## config.mk

```make
export PLATFORM = sky130hd
export DESIGN_NAME = srl_slave
export DESIGN_NICKNAME = d
export VERILOG_FILES = /design/src/rtl/srl_pkg.sv /design/src/rtl/srl_rst_sync.sv /design/src/rtl/srl_frame.sv /design/src/rtl/srl_regs.sv /design/src/rtl/srl_attn.sv /design/src/rtl/srl_slave.sv
export SDC_FILE = /design/constraint.sdc
export NUM_CORES = 1
export LEC_CHECK = 0
export BUFFER_PORTS_ARGS = -buffer_cell sky130_fd_sc_hd__buf_2
export CORE_MARGIN = 2
export CORE_UTILIZATION = 60
export CTS_CLUSTER_DIAMETER = 120
export DETAILED_ROUTE_END_ITERATION = 8
export GPL_ROUTABILITY_DRIVEN = 0
export PLACE_DENSITY_LB_ADDON = 0.3
export SETUP_SLACK_MARGIN = 0.4
export SYNTH_ARGS = -nofsm -noshare
export SYNTH_HDL_FRONTEND = slang
export SYNTH_SLANG_ARGS = --single-unit
```

## constraint.sdc

```tcl
create_clock -name clk -period 2.8 [get_ports clk]
set_clock_uncertainty 0.05 [all_clocks]
set_input_delay 0.42 -clock clk [delete_from_list [all_inputs] [get_ports clk]]
set_output_delay 0.42 -clock clk [all_outputs]
set_load 0.01 [all_outputs]
```

## src/rtl/srl_pkg.sv

```systemverilog
package srl_pkg;
  localparam int SRL_DEV_W     = 3;
  localparam int SRL_ADDR_W    = 5;
  localparam int SRL_DATA_W    = 16;
  localparam int SRL_NARROW_W  = 8;
  localparam int SRL_CTRL_ADDR = 0;
  localparam int SRL_STAT_ADDR = 1;
  localparam int SRL_WIDE_BASE = 2;
  localparam int SRL_N_WIDE    = 2;

  typedef enum logic [3:0] {
    S_IDLE, S_HDR, S_SKIP, S_RDD, S_RDP, S_RDA, S_WRD, S_WRP, S_WRA
  } srl_state_t;

  function automatic logic srl_is_wide(input int addr, input int base, input int cnt);
    return (addr >= base) && (addr < base + cnt);
  endfunction
endpackage

```

## src/rtl/srl_rst_sync.sv

```systemverilog
module srl_rst_sync (
  input  logic clk,
  input  logic rst_n_i,
  output logic rst_n_o
);
  logic [1:0] sync_q;

  always_ff @(posedge clk or negedge rst_n_i) begin
    if (!rst_n_i) sync_q <= 2'b00;
    else          sync_q <= {sync_q[0], 1'b1};
  end

  assign rst_n_o = sync_q[1];
endmodule

```

## src/rtl/srl_frame.sv

```systemverilog
module srl_frame
  import srl_pkg::*;
#(
  parameter int DEV_W     = SRL_DEV_W,
  parameter int ADDR_W    = SRL_ADDR_W,
  parameter int DATA_W    = SRL_DATA_W,
  parameter int NARROW_W  = SRL_NARROW_W,
  parameter int CTRL_ADDR = SRL_CTRL_ADDR,
  parameter int WIDE_BASE = SRL_WIDE_BASE,
  parameter int N_WIDE    = SRL_N_WIDE
) (
  input  logic              clk,
  input  logic              rst_n,
  input  logic [DEV_W-1:0]  dev_addr_i,
  input  logic              start_i,
  input  logic              bit_vld_i,
  input  logic              bit_i,
  input  logic [DATA_W-1:0] rd_data_i,
  output logic [ADDR_W-1:0] reg_addr_o,
  output logic              wr_en_o,
  output logic [DATA_W-1:0] wr_data_o,
  output logic              ber_set_o,
  output logic              bit_o,
  output logic              bit_oe_o
);
  localparam int HDR_W = DEV_W + ADDR_W + 1;
  localparam int CNT_W = $clog2((HDR_W > DATA_W ? HDR_W : DATA_W) + 1);
  localparam int ALIGN = DATA_W - NARROW_W;

  srl_state_t        st_q, st_d;
  logic [HDR_W-1:0]  hdr_q, hdr_d;
  logic [DATA_W-1:0] sh_q, sh_d;
  logic [CNT_W-1:0]  cnt_q, cnt_d;
  logic              par_q, par_d;
  logic              wide_q, wide_d;
  logic              ok_q, ok_d;

  // header fields seen while the last header bit arrives
  logic [DEV_W-1:0]  dec_dev;
  logic [ADDR_W-1:0] dec_addr;
  logic              dec_own, dec_bcast, dec_wide;
  logic [CNT_W-1:0]  last_cnt;

  assign dec_dev   = hdr_q[HDR_W-2 -: DEV_W];
  assign dec_addr  = hdr_q[ADDR_W-1:0];
  assign dec_own   = (dec_dev == dev_addr_i) && (dec_dev != '0);
  assign dec_bcast = (dec_dev == '0);
  assign dec_wide  = srl_is_wide(int'(dec_addr), WIDE_BASE, N_WIDE);
  assign last_cnt  = wide_q ? CNT_W'(DATA_W - 1) : CNT_W'(NARROW_W - 1);

  assign reg_addr_o = (st_q == S_HDR) ? dec_addr : hdr_q[ADDR_W:1];
  assign wr_data_o  = sh_q;

  always_comb begin
    st_d      = st_q;
    hdr_d     = hdr_q;
    sh_d      = sh_q;
    cnt_d     = cnt_q;
    par_d     = par_q;
    wide_d    = wide_q;
    ok_d      = ok_q;
    wr_en_o   = 1'b0;
    ber_set_o = 1'b0;
    if (start_i) begin
      st_d  = S_HDR;
      hdr_d = '0;
      cnt_d = '0;
      par_d = 1'b0;
    end else if (bit_vld_i) begin
      unique case (st_q)
        S_HDR: begin
          hdr_d = {hdr_q[HDR_W-2:0], bit_i};
          par_d = par_q ^ bit_i;
          cnt_d = cnt_q + 1'b1;
          if (cnt_q == CNT_W'(HDR_W - 1)) begin
            cnt_d  = '0;
            wide_d = dec_wide;
            if (bit_i) begin
              if (dec_own) begin
                st_d = S_RDD;
                sh_d = dec_wide ? rd_data_i : (rd_data_i << ALIGN);
              end else begin
                st_d = S_SKIP;
              end
            end else if (dec_own || (dec_bcast && (int'(dec_addr) == CTRL_ADDR))) begin
              st_d = S_WRD;
              sh_d = '0;
            end else begin
              st_d = S_SKIP;
            end
          end
        end
        S_RDD: begin
          sh_d  = sh_q << 1;
          par_d = par_q ^ sh_q[DATA_W-1];
          cnt_d = cnt_q + 1'b1;
          if (cnt_q == last_cnt) st_d = S_RDP;
        end
        S_RDP: st_d = S_RDA;
        S_RDA: begin
          ber_set_o = ~bit_i;
          st_d      = S_IDLE;
        end
        S_WRD: begin
          sh_d  = {sh_q[DATA_W-2:0], bit_i};
          par_d = par_q ^ bit_i;
          cnt_d = cnt_q + 1'b1;
          if (cnt_q == last_cnt) st_d = S_WRP;
        end
        S_WRP: begin
          ok_d = ~(par_q ^ bit_i);
          st_d = S_WRA;
        end
        S_WRA: begin
          wr_en_o   = ok_q;
          ber_set_o = ~ok_q;
          st_d      = S_IDLE;
        end
        default: ;
      endcase
    end
  end

  always_ff @(posedge clk or negedge rst_n) begin
    if (!rst_n) begin
      st_q   <= S_IDLE;
      hdr_q  <= '0;
      sh_q   <= '0;
      cnt_q  <= '0;
      par_q  <= 1'b0;
      wide_q <= 1'b0;
      ok_q   <= 1'b0;
    end else begin
      st_q   <= st_d;
      hdr_q  <= hdr_d;
      sh_q   <= sh_d;
      cnt_q  <= cnt_d;
      par_q  <= par_d;
      wide_q <= wide_d;
      ok_q   <= ok_d;
    end
  end

  always_comb begin
    bit_oe_o = 1'b0;
    bit_o    = 1'b0;
    unique case (st_q)
      S_RDD:   begin bit_oe_o = 1'b1; bit_o = sh_q[DATA_W-1]; end
      S_RDP:   begin bit_oe_o = 1'b1; bit_o = par_q;          end
      S_WRA:   begin bit_oe_o = 1'b1; bit_o = ok_q;           end
      default: ;
    endcase
  end


  bcast_rd_silent_chk: assert property (@(posedge clk) disable iff (!rst_n)
    ((st_q == S_RDD) || (st_q == S_RDP)) |-> (hdr_q[HDR_W-1 -: DEV_W] != '0));


  drive_only_addressed_chk: assert property (@(posedge clk) disable iff (!rst_n)
    bit_oe_o |-> (hdr_q[HDR_W-1 -: DEV_W] == dev_addr_i) || (hdr_q[HDR_W-1 -: DEV_W] == '0));
endmodule

```

## src/rtl/srl_regs.sv

```systemverilog
module srl_regs
  import srl_pkg::*;
#(
  parameter int ADDR_W    = SRL_ADDR_W,
  parameter int DATA_W    = SRL_DATA_W,
  parameter int NARROW_W  = SRL_NARROW_W,
  parameter int CTRL_ADDR = SRL_CTRL_ADDR,
  parameter int STAT_ADDR = SRL_STAT_ADDR,
  parameter int WIDE_BASE = SRL_WIDE_BASE,
  parameter int N_WIDE    = SRL_N_WIDE
) (
  input  logic              clk,
  input  logic              rst_n,
  input  logic [ADDR_W-1:0] addr_i,
  output logic [DATA_W-1:0] rd_data_o,
  input  logic              wr_en_i,
  input  logic [DATA_W-1:0] wr_data_i,
  input  logic              ber_set_i
);
  logic [NARROW_W-1:0] ctrl_q, ctrl_d;
  logic                ber_q, ber_d;
  logic [DATA_W-1:0]   wide_q [N_WIDE];
  logic                hit_ctrl, hit_stat;

  assign hit_ctrl = (int'(addr_i) == CTRL_ADDR);
  assign hit_stat = (int'(addr_i) == STAT_ADDR);

  always_comb begin
    ctrl_d = ctrl_q;
    if (wr_en_i && hit_ctrl) ctrl_d = wr_data_i[NARROW_W-1:0];
    ber_d = ber_q;
    if (ber_set_i)                             ber_d = 1'b1;
    else if (wr_en_i && hit_stat && wr_data_i[0]) ber_d = 1'b0;
  end

  always_ff @(posedge clk or negedge rst_n) begin
    if (!rst_n) begin
      ctrl_q <= '0;
      ber_q  <= 1'b0;
    end else begin
      ctrl_q <= ctrl_d;
      ber_q  <= ber_d;
    end
  end

  for (genvar gi = 0; gi < N_WIDE; gi++) begin : g_wide
    logic [DATA_W-1:0] nxt;
    always_comb begin
      nxt = wide_q[gi];
      if (wr_en_i && (int'(addr_i) == WIDE_BASE + gi)) nxt = wr_data_i;
    end
    always_ff @(posedge clk or negedge rst_n) begin
      if (!rst_n) wide_q[gi] <= '0;
      else        wide_q[gi] <= nxt;
    end
  end

  always_comb begin
    rd_data_o = '0;
    if (hit_ctrl)      rd_data_o = {{(DATA_W-NARROW_W){1'b0}}, ctrl_q};
    else if (hit_stat) rd_data_o = {{(DATA_W-1){1'b0}}, ber_q};
    for (int i = 0; i < N_WIDE; i++)
      if (int'(addr_i) == WIDE_BASE + i) rd_data_o = wide_q[i];
  end


  ber_sticky_chk: assert property (@(posedge clk) disable iff (!rst_n)
    ber_set_i |=> ber_q);


  commit_vs_err_chk: assert property (@(posedge clk) disable iff (!rst_n)
    wr_en_i |-> !ber_set_i);
endmodule

```

## src/rtl/srl_attn.sv

```systemverilog
module srl_attn (
  input  logic clk,
  input  logic rst_n,
  input  logic err_i,
  input  logic start_i,
  output logic attn_o
);
  logic pend_q, pend_d;

  always_comb begin
    pend_d = pend_q;
    if (start_i)    pend_d = 1'b0;
    else if (err_i) pend_d = 1'b1;
  end

  always_ff @(posedge clk or negedge rst_n) begin
    if (!rst_n) pend_q <= 1'b0;
    else        pend_q <= pend_d;
  end

  assign attn_o = pend_q;


  attn_clear_chk: assert property (@(posedge clk) disable iff (!rst_n)
    start_i |=> !attn_o);


  attn_source_chk: assert property (@(posedge clk) disable iff (!rst_n)
    $rose(attn_o) |-> $past(err_i));
endmodule

```

## src/rtl/srl_slave.sv

```systemverilog
module srl_slave
  import srl_pkg::*;
#(
  parameter int DEV_W     = SRL_DEV_W,
  parameter int ADDR_W    = SRL_ADDR_W,
  parameter int DATA_W    = SRL_DATA_W,
  parameter int NARROW_W  = SRL_NARROW_W,
  parameter int CTRL_ADDR = SRL_CTRL_ADDR,
  parameter int STAT_ADDR = SRL_STAT_ADDR,
  parameter int WIDE_BASE = SRL_WIDE_BASE,
  parameter int N_WIDE    = SRL_N_WIDE
) (
  input  logic             clk,
  input  logic             rst_n,
  input  logic [DEV_W-1:0] dev_addr_i,
  input  logic             start_i,
  input  logic             bit_vld_i,
  input  logic             bit_i,
  output logic             bit_o,
  output logic             bit_oe_o,
  output logic             attn_o
);
  logic              rst_n_s;
  logic [ADDR_W-1:0] reg_addr;
  logic [DATA_W-1:0] rd_data, wr_data;
  logic              wr_en, ber_set;

  srl_rst_sync u_rst (
    .clk     (clk),
    .rst_n_i (rst_n),
    .rst_n_o (rst_n_s)
  );

  srl_frame #(
    .DEV_W(DEV_W), .ADDR_W(ADDR_W), .DATA_W(DATA_W), .NARROW_W(NARROW_W),
    .CTRL_ADDR(CTRL_ADDR), .WIDE_BASE(WIDE_BASE), .N_WIDE(N_WIDE)
  ) u_frame (
    .clk        (clk),
    .rst_n      (rst_n_s),
    .dev_addr_i (dev_addr_i),
    .start_i    (start_i),
    .bit_vld_i  (bit_vld_i),
    .bit_i      (bit_i),
    .rd_data_i  (rd_data),
    .reg_addr_o (reg_addr),
    .wr_en_o    (wr_en),
    .wr_data_o  (wr_data),
    .ber_set_o  (ber_set),
    .bit_o      (bit_o),
    .bit_oe_o   (bit_oe_o)
  );

  srl_regs #(
    .ADDR_W(ADDR_W), .DATA_W(DATA_W), .NARROW_W(NARROW_W),
    .CTRL_ADDR(CTRL_ADDR), .STAT_ADDR(STAT_ADDR),
    .WIDE_BASE(WIDE_BASE), .N_WIDE(N_WIDE)
  ) u_regs (
    .clk       (clk),
    .rst_n     (rst_n_s),
    .addr_i    (reg_addr),
    .rd_data_o (rd_data),
    .wr_en_i   (wr_en),
    .wr_data_i (wr_data),
    .ber_set_i (ber_set)
  );

  srl_attn u_attn (
    .clk     (clk),
    .rst_n   (rst_n_s),
    .err_i   (ber_set),
    .start_i (start_i),
    .attn_o  (attn_o)
  );
endmodule

```

# == Word level (Yosys, flattened, before mapping) ==
# Cells that the tools add are included.
# totals
wordCells,116
mem_bits_rw,0
latchBits,0
in_bits,8
rom_bits,0
output_inout_bits,3
n_memories,0
register_bits,80
# classes
order_cmp,2
n_reduce_logical,32
muxes,43
shift,0
eq_ne,19
n_addsub,1
bitwise_logic,6
div,0
n_mul,0
# ops
op,n
$mux W16,8
$pmux W16 S3,1
$mux W4,7
$mux W8,3
$pmux W4 S6,1
$mux W5,4
$eq A4 B3 Y1 const B,4
$mux W1,14
$reduce_bool A3 Y1,4
$eq A5 B3 Y1 const B,2
$logic_not A5 Y1,2
$pmux W5 S2,1
$ne A3 B2 Y1 const B,3
$logic_and A1 B1 Y1,8
$reduce_bool A2 Y1,4
$reduce_bool A7 Y1,1
$ne A3 B3 Y1 const B,2
$reduce_and A2 Y1,3
$reduce_and A6 Y1,1
$reduce_or A2 Y1,3
$add A5 B1 Y5 const B,1
$eq A5 B2 Y1 const B,1
$eq A5 B4 Y1 const B,1
$eq A5 B5 Y1,1
other kinds (18),23

# == Depth between registers and ports, before layout ==
# depth
word_depth,12
ltp_mapped,10
mapped_depth_nobuf,8

# == Hierarchy ==
# A second synthesis with hierarchy kept.
# hier_totals
cells_unflattened,382
hier_area_um2,4505.6
# modules_own_cells
mod,instances,area_each_um2,cells_per_inst,seq_area_each_um2
srl_frame,1,2466.1,254,900.9
srl_regs,1,1950.6,123,1026.0
srl_rst_sync,1,53.8,3,50.0
srl_attn,1,35.0,2,25.0

# == Worst setup path after synthesis ==
# Ideal clock, no wire load.
# synth_timing
path_kind,flip-flop to flip-flop
start,register u_frame.st_q[1]
end,register u_regs.wide_q[23] (netlist bit)
arrival_ns,2.132
required_ns,2.625
setup_ns,0.125
period_less_slack_ns,2.307
setup_slack_ns,0.493
stages_incl_launch_ff,8
n_path_buf,3
path_cell_list,dfrtp_1 > buf_6 > or4b_4 > buf_6 > o32ai_4 > nand2_4 > buf_6 > mux2_4
# synth_between
elab_chain_cells,5
elab_cells_between_ends,8
cone_classes,3 x eq/ne; 4 x mux; 1 x reduce/logical
# synth_lines
item,line,text
from (decl),srl_frame.sv:30,"srl_state_t st_q, st_d;"
from (signal assigned),srl_frame.sv:134,st_q <= st_d;
$eq A4 B4 Y1,srl_frame.sv:70,unique case (st_q)
$mux W1,srl_frame.sv:70,
$mux W1,srl_frame.sv:69,end else if (bit_vld_i) begin
$mux W1,srl_frame.sv:64,if (start_i) begin
$logic_and A1 B1 Y1 *,srl_regs.sv:50,if (wr_en_i && (int'(addr_i) == WIDE_BASE + gi)) nxt = wr_data_i;
"to (signal, indexed assignment)",srl_regs.sv:54,else wide_q[gi] <= nxt;
to (decl),srl_regs.sv:22,logic [DATA_W-1:0] wide_q [N_WIDE];
# Mark *: on every way between the ends. The rest lies on a longest branch, timed or not.
# A chain may end at the register's enable or synchronous reset.

# == Worst setup path after layout ==
# layout_timing
start,register u_frame.st_q[1]
end,"register u_frame.sh_q[12], in the netlist u_frame.wr_data_o[12]"
# layout_between
elab_chain_cells,11
elab_cells_between_ends,20
cone_classes,8 x eq/ne; 9 x mux; 3 x reduce/logical
# layout_lines
item,line,text
$eq A4 B1 Y1,"srl_frame.sv:51, srl_frame.sv:70",
$mux W5,srl_frame.sv:51,assign reg_addr_o = (st_q == S_HDR) ? dec_addr : hdr_q[ADDR_W:1];
$logic_not A5 Y1,srl_regs.sv:25,assign hit_ctrl = (int'(addr_i) == CTRL_ADDR);
$mux W16,srl_regs.sv:60,"if (hit_ctrl) rd_data_o = {{(DATA_W-NARROW_W){1'b0}}, ctrl_q};"
$mux W16 (2 in series),srl_regs.sv:63,if (int'(addr_i) == WIDE_BASE + i) rd_data_o = wide_q[i];
$mux W16,srl_frame.sv:81,sh_d = dec_wide ? rd_data_i : (rd_data_i << ALIGN);
$mux W16,srl_frame.sv:79,if (dec_own) begin
$mux W16,srl_frame.sv:78,if (bit_i) begin
$mux W16,srl_frame.sv:75,if (cnt_q == CNT_W'(HDR_W - 1)) begin
$pmux W16 S3,srl_frame.sv:70,
to (signal assigned),srl_frame.sv:128,sh_q <= '0;
to (signal assigned),srl_frame.sv:136,sh_q <= sh_d;
to (decl),srl_frame.sv:32,"logic [DATA_W-1:0] sh_q, sh_d;"
# Several ways; a longest one is shown, not always the timed one. The select of a mux whose other input is x is not followed.

==> out/results.tsv <==
stage	metric	value	unit
min_path	Hold Crit Start	u_rst.sync_q[0]	
placement	cell total after placement	489	
drt	Avg Vias per Cell	6.37	
global_route	initial antenna violation count	0	
setup_path	Worst EP arrival	2.55	ns
synthesis	cell count after synthesis	389	
placement	placed cell area	4350	µm²
setup_path	worst r2r path cells	7	
cts	CTS Sinks	80	
final_layout	fin nets	425	
timing	Final Critical Period	2.37	ns
synthesis	count leader, synth	dfrtp_1	
timing	Max Slew Vio Count	0	
drt	routed wire length per instance	19.0	µm
floorplanning	Initial Utilization	62.0	%
setup_path	setup slack, reg-to-reg	0.43	ns
timing	worst relative slew slack	34.4	%
timing	crit share post-route	84.7	%
setup_path	reg2reg start	u_frame.st_q[1]	
final_layout	non-filler cells, final	516	
floorplanning	num rows	30	
min_path	worst hold endpoint	u_rst.sync_q[1]	
placement	Port Buffers	10	
global_route	first-pass GRT wire length	15900	µm
power_and_ir_drop	PwrDens	499	nW/µm²
synthesis	post-synthesis sequential area ratio	47.5	%
timing	RSZ-0062 raised after global routing	true	
drt	drt drc	0	
synthesis	Distinct cells, synth	59	
synthesis	Synth top area share	47.5	%
flow_run	Max Cap Violations	0	
synthesis	Post-synth EDFFs	0	
cts	CTS Buffer Depth	2	
drt	final WL	9800	µm
global_route	Remaining Overflow, GRT	0	
synthesis	syn_nets	399	
setup_path	Worst EP required	2.98	ns
final_layout	layout cells sized above 1	29.5	%
setup_path	WS Path Type	flop to flop	
cts	Num CTS Buffers	9	
drt	ANT nets after route	0	
cts	Root Driver	clkbuf_8	
final_layout	Seq. cell area	2010	µm²
cts	H-tree depth	3	
final_layout	Area Overhead vs Synth	12.6	%
final_layout	Fillers	502	
setup_path	Crit Path Max Fanout	7	
outcome	status	completed	
floorplanning	Die W	87.8	µm
synthesis	most frequent cells after synthesis	dfrtp_1 (80), nand2_1 (33), mux2_2 (29)	
setup_path	CP Launch Type	flop	
global_route	gr usage total	26.7	%
power_and_ir_drop	Power Total	2370	µW
synthesis	synth top area cells	dfrtp_1 (48%), mux2_2 (7.8%), a21oi_1 (3.0%), nand2_1 (2.9%), mux2_4 (2.9%)	
placement	Detail Placement HPWL	6210	µm
drt	Vias	3287	
floorplanning	core area	6790	µm²
timing	fmax	422	MHz
global_route	vias in the first global route	3205	
synthesis	YS warnings	0	
drt	Starting DRT DRC Count	279	
timing	Final Setup Violations	0	
floorplanning	# IOs	11	
cts	CTS tree	done	
final_layout	final instance area	4740	µm²
timing	setup TNS	0	ns
min_path	hold depth	0	
synthesis	Mapped Area	4210	µm²
final_layout	area of the multi-input gates	2090	µm²
power_and_ir_drop	Max IR drop VDD	0.338	mV
synthesis	Synth Area per Inst	10.8	µm²
timing	Final Hold Fails	0	
drt	first-pass iteration count of the detailed router	4	
setup_path	Critical Path Sink Type	flop	
global_route	largest net degree at the start of global routing	79	
min_path	Hold WC Path Type	flop to flop	
floorplanning	DIE AREA	7710	µm²
cts	Clock Pin Slew Worst Setup and Hold Paths	0.09	ns
setup_path	Reg-to-Reg End	u_frame.wr_data_o[12]	
synthesis	Post-synth top flop	dfrtp_1	
synthesis	FFs w/ async S/R, synth	100	%
floorplanning	Die Ht	87.8	µm
power_and_ir_drop	LEAKAGE	0.00221	µW
synthesis	FF+latch count, synth	80	
final_layout	Ant. Diodes	0	
synthesis	largest area contributor in the netlist	dfrtp_1	
timing	worst slew pin tran	0.984	ns
cts	Clock Latency Late Sink	0.36	ns
## worst max-delay path, cell delays in order (launching register included)
cell      delay [ns]
dfrtp_2         0.45
or4b_4          0.62
nand2b_4        0.12
o32ai_4         0.12
buf_6           0.19
a221oi_4        0.28
nor3_1          0.10
a311o_1         0.31
## report_power, final
part | internal, µW | total [µW] | switching [µW]
Sequential | 1200 | 1290 | 85.3
Combinational | 81.8 | 191 | 110
Clock | 423 | 884 | 462
## final cells by class
cell class,count,share of cell area (%)
multi-input combinational,278,44.1
sequential,80,42.4
timing repair buffer,37,5.96
clock buffer,9,2.61
tap,96,2.53
clock inverter,7,1.69
inverter,9,0.712
## what timing repair did
action	4_1_cts	5_1_grt
hold buffers	1	0
endpoints found under the setup margin	29	38
resized for setup	10	17
gates cloned	0	1
buffers inserted	4	5
endpoints found under the hold margin	2	0
pin swaps	2	12
## worst max-delay path by stage
stage | start | endpoint | slack [ns] | cells past startpoint
2_1_floorplan | u_frame.st_q[1] | u_regs.wide_q[23] | 0.49 | 7
3_3_place_gp | u_frame.st_q[1] | u_frame.wr_data_o[14] | 0.31 | 7
3_5_place_dp | u_frame.st_q[1] | u_frame.wr_data_o[10] | 0.27 | 7
4_1_cts | u_frame.hdr_q[3] | u_frame.wr_data_o[12] | 0.39 | 7
5_1_grt | u_frame.st_q[1] | u_frame.wr_data_o[12] | 0.34 | 6
6_report | u_frame.st_q[1] | u_frame.wr_data_o[12] | 0.43 | 7
## cells in the final DEF (no fill, tap or decap), types with 4 or more instances in the layout
| cell type | n |
|---|---|
| nand2_1 | 33 |
| nor2_1 | 23 |
| a222oi_1 | 7 |
| nand2b_1 | 5 |
| a311o_1 | 7 |
| a221oi_2 | 6 |
| clkbuf_8 | 9 |
| nor4_1 | 4 |
| a22o_2 | 5 |
| dfrtp_2 | 4 |
| mux2_4 | 8 |
| mux2_2 | 29 |
| o21a_1 | 5 |
| dfrtp_1 | 75 |
| o21ai_0 | 22 |
| nor2b_1 | 10 |
| nand3_1 | 13 |
| a21oi_1 | 24 |
| nor3_1 | 11 |
| a221oi_1 | 8 |
| inv_1 | 9 |
| buf_2 | 10 |
| buf_4 | 22 |
## registers in the layout, indices dropped and copies added (netlist names)
name / flops
u_regs.wide_q: 32
u_frame.wr_data_o: 16
u_frame.hdr_q: 8
u_regs.ctrl_q: 8
u_frame.cnt_q: 5
u_frame.st_q: 4
u_rst.sync_q: 2
u_attn.attn_o: 1
u_frame.ok_q: 1
u_frame.par_q: 1
u_frame.wide_q: 1
u_regs.ber_q: 1
## kinds of logic (layout without fill, tap and decap cells)
logic type	after synthesis	after routing	share of synthesized area [%]
other	1	1	0.0890
XOR/XNOR	5	5	1.04
flip-flops	80	80	47.5
multiplexers	41	41	11.6
adder cells (fa/ha/maj)	2	2	0.594
AO/OA/AOI/OAI	108	108	19.0
buffers and inverters	31	62	4.63
AND/OR/NAND/NOR	121	121	15.5
## through the flow
step                setup WS (ns)  hold slack (ns)  utilization, %
finish                      0.430            0.307            69.8
detailed placement          0.274            0.156            64.0
CTS                         0.393            0.298            68.1
global placement            0.306            0.156            64.0
global route                0.341            0.319            69.8
floorplan                   0.493           0.0744               -
## per-layer routing
layer / vias up / track usage [%] / wire [µm]
met5: - / 0 / 0
met4: 0 / 12.9 / 201
met3: 19 / 5.84 / 629
met2: 134 / 41.7 / 4850
met1: 1621 / 35.7 / 4120
li1: 1513 / - / -
Power figures use the tool's default switching activity.
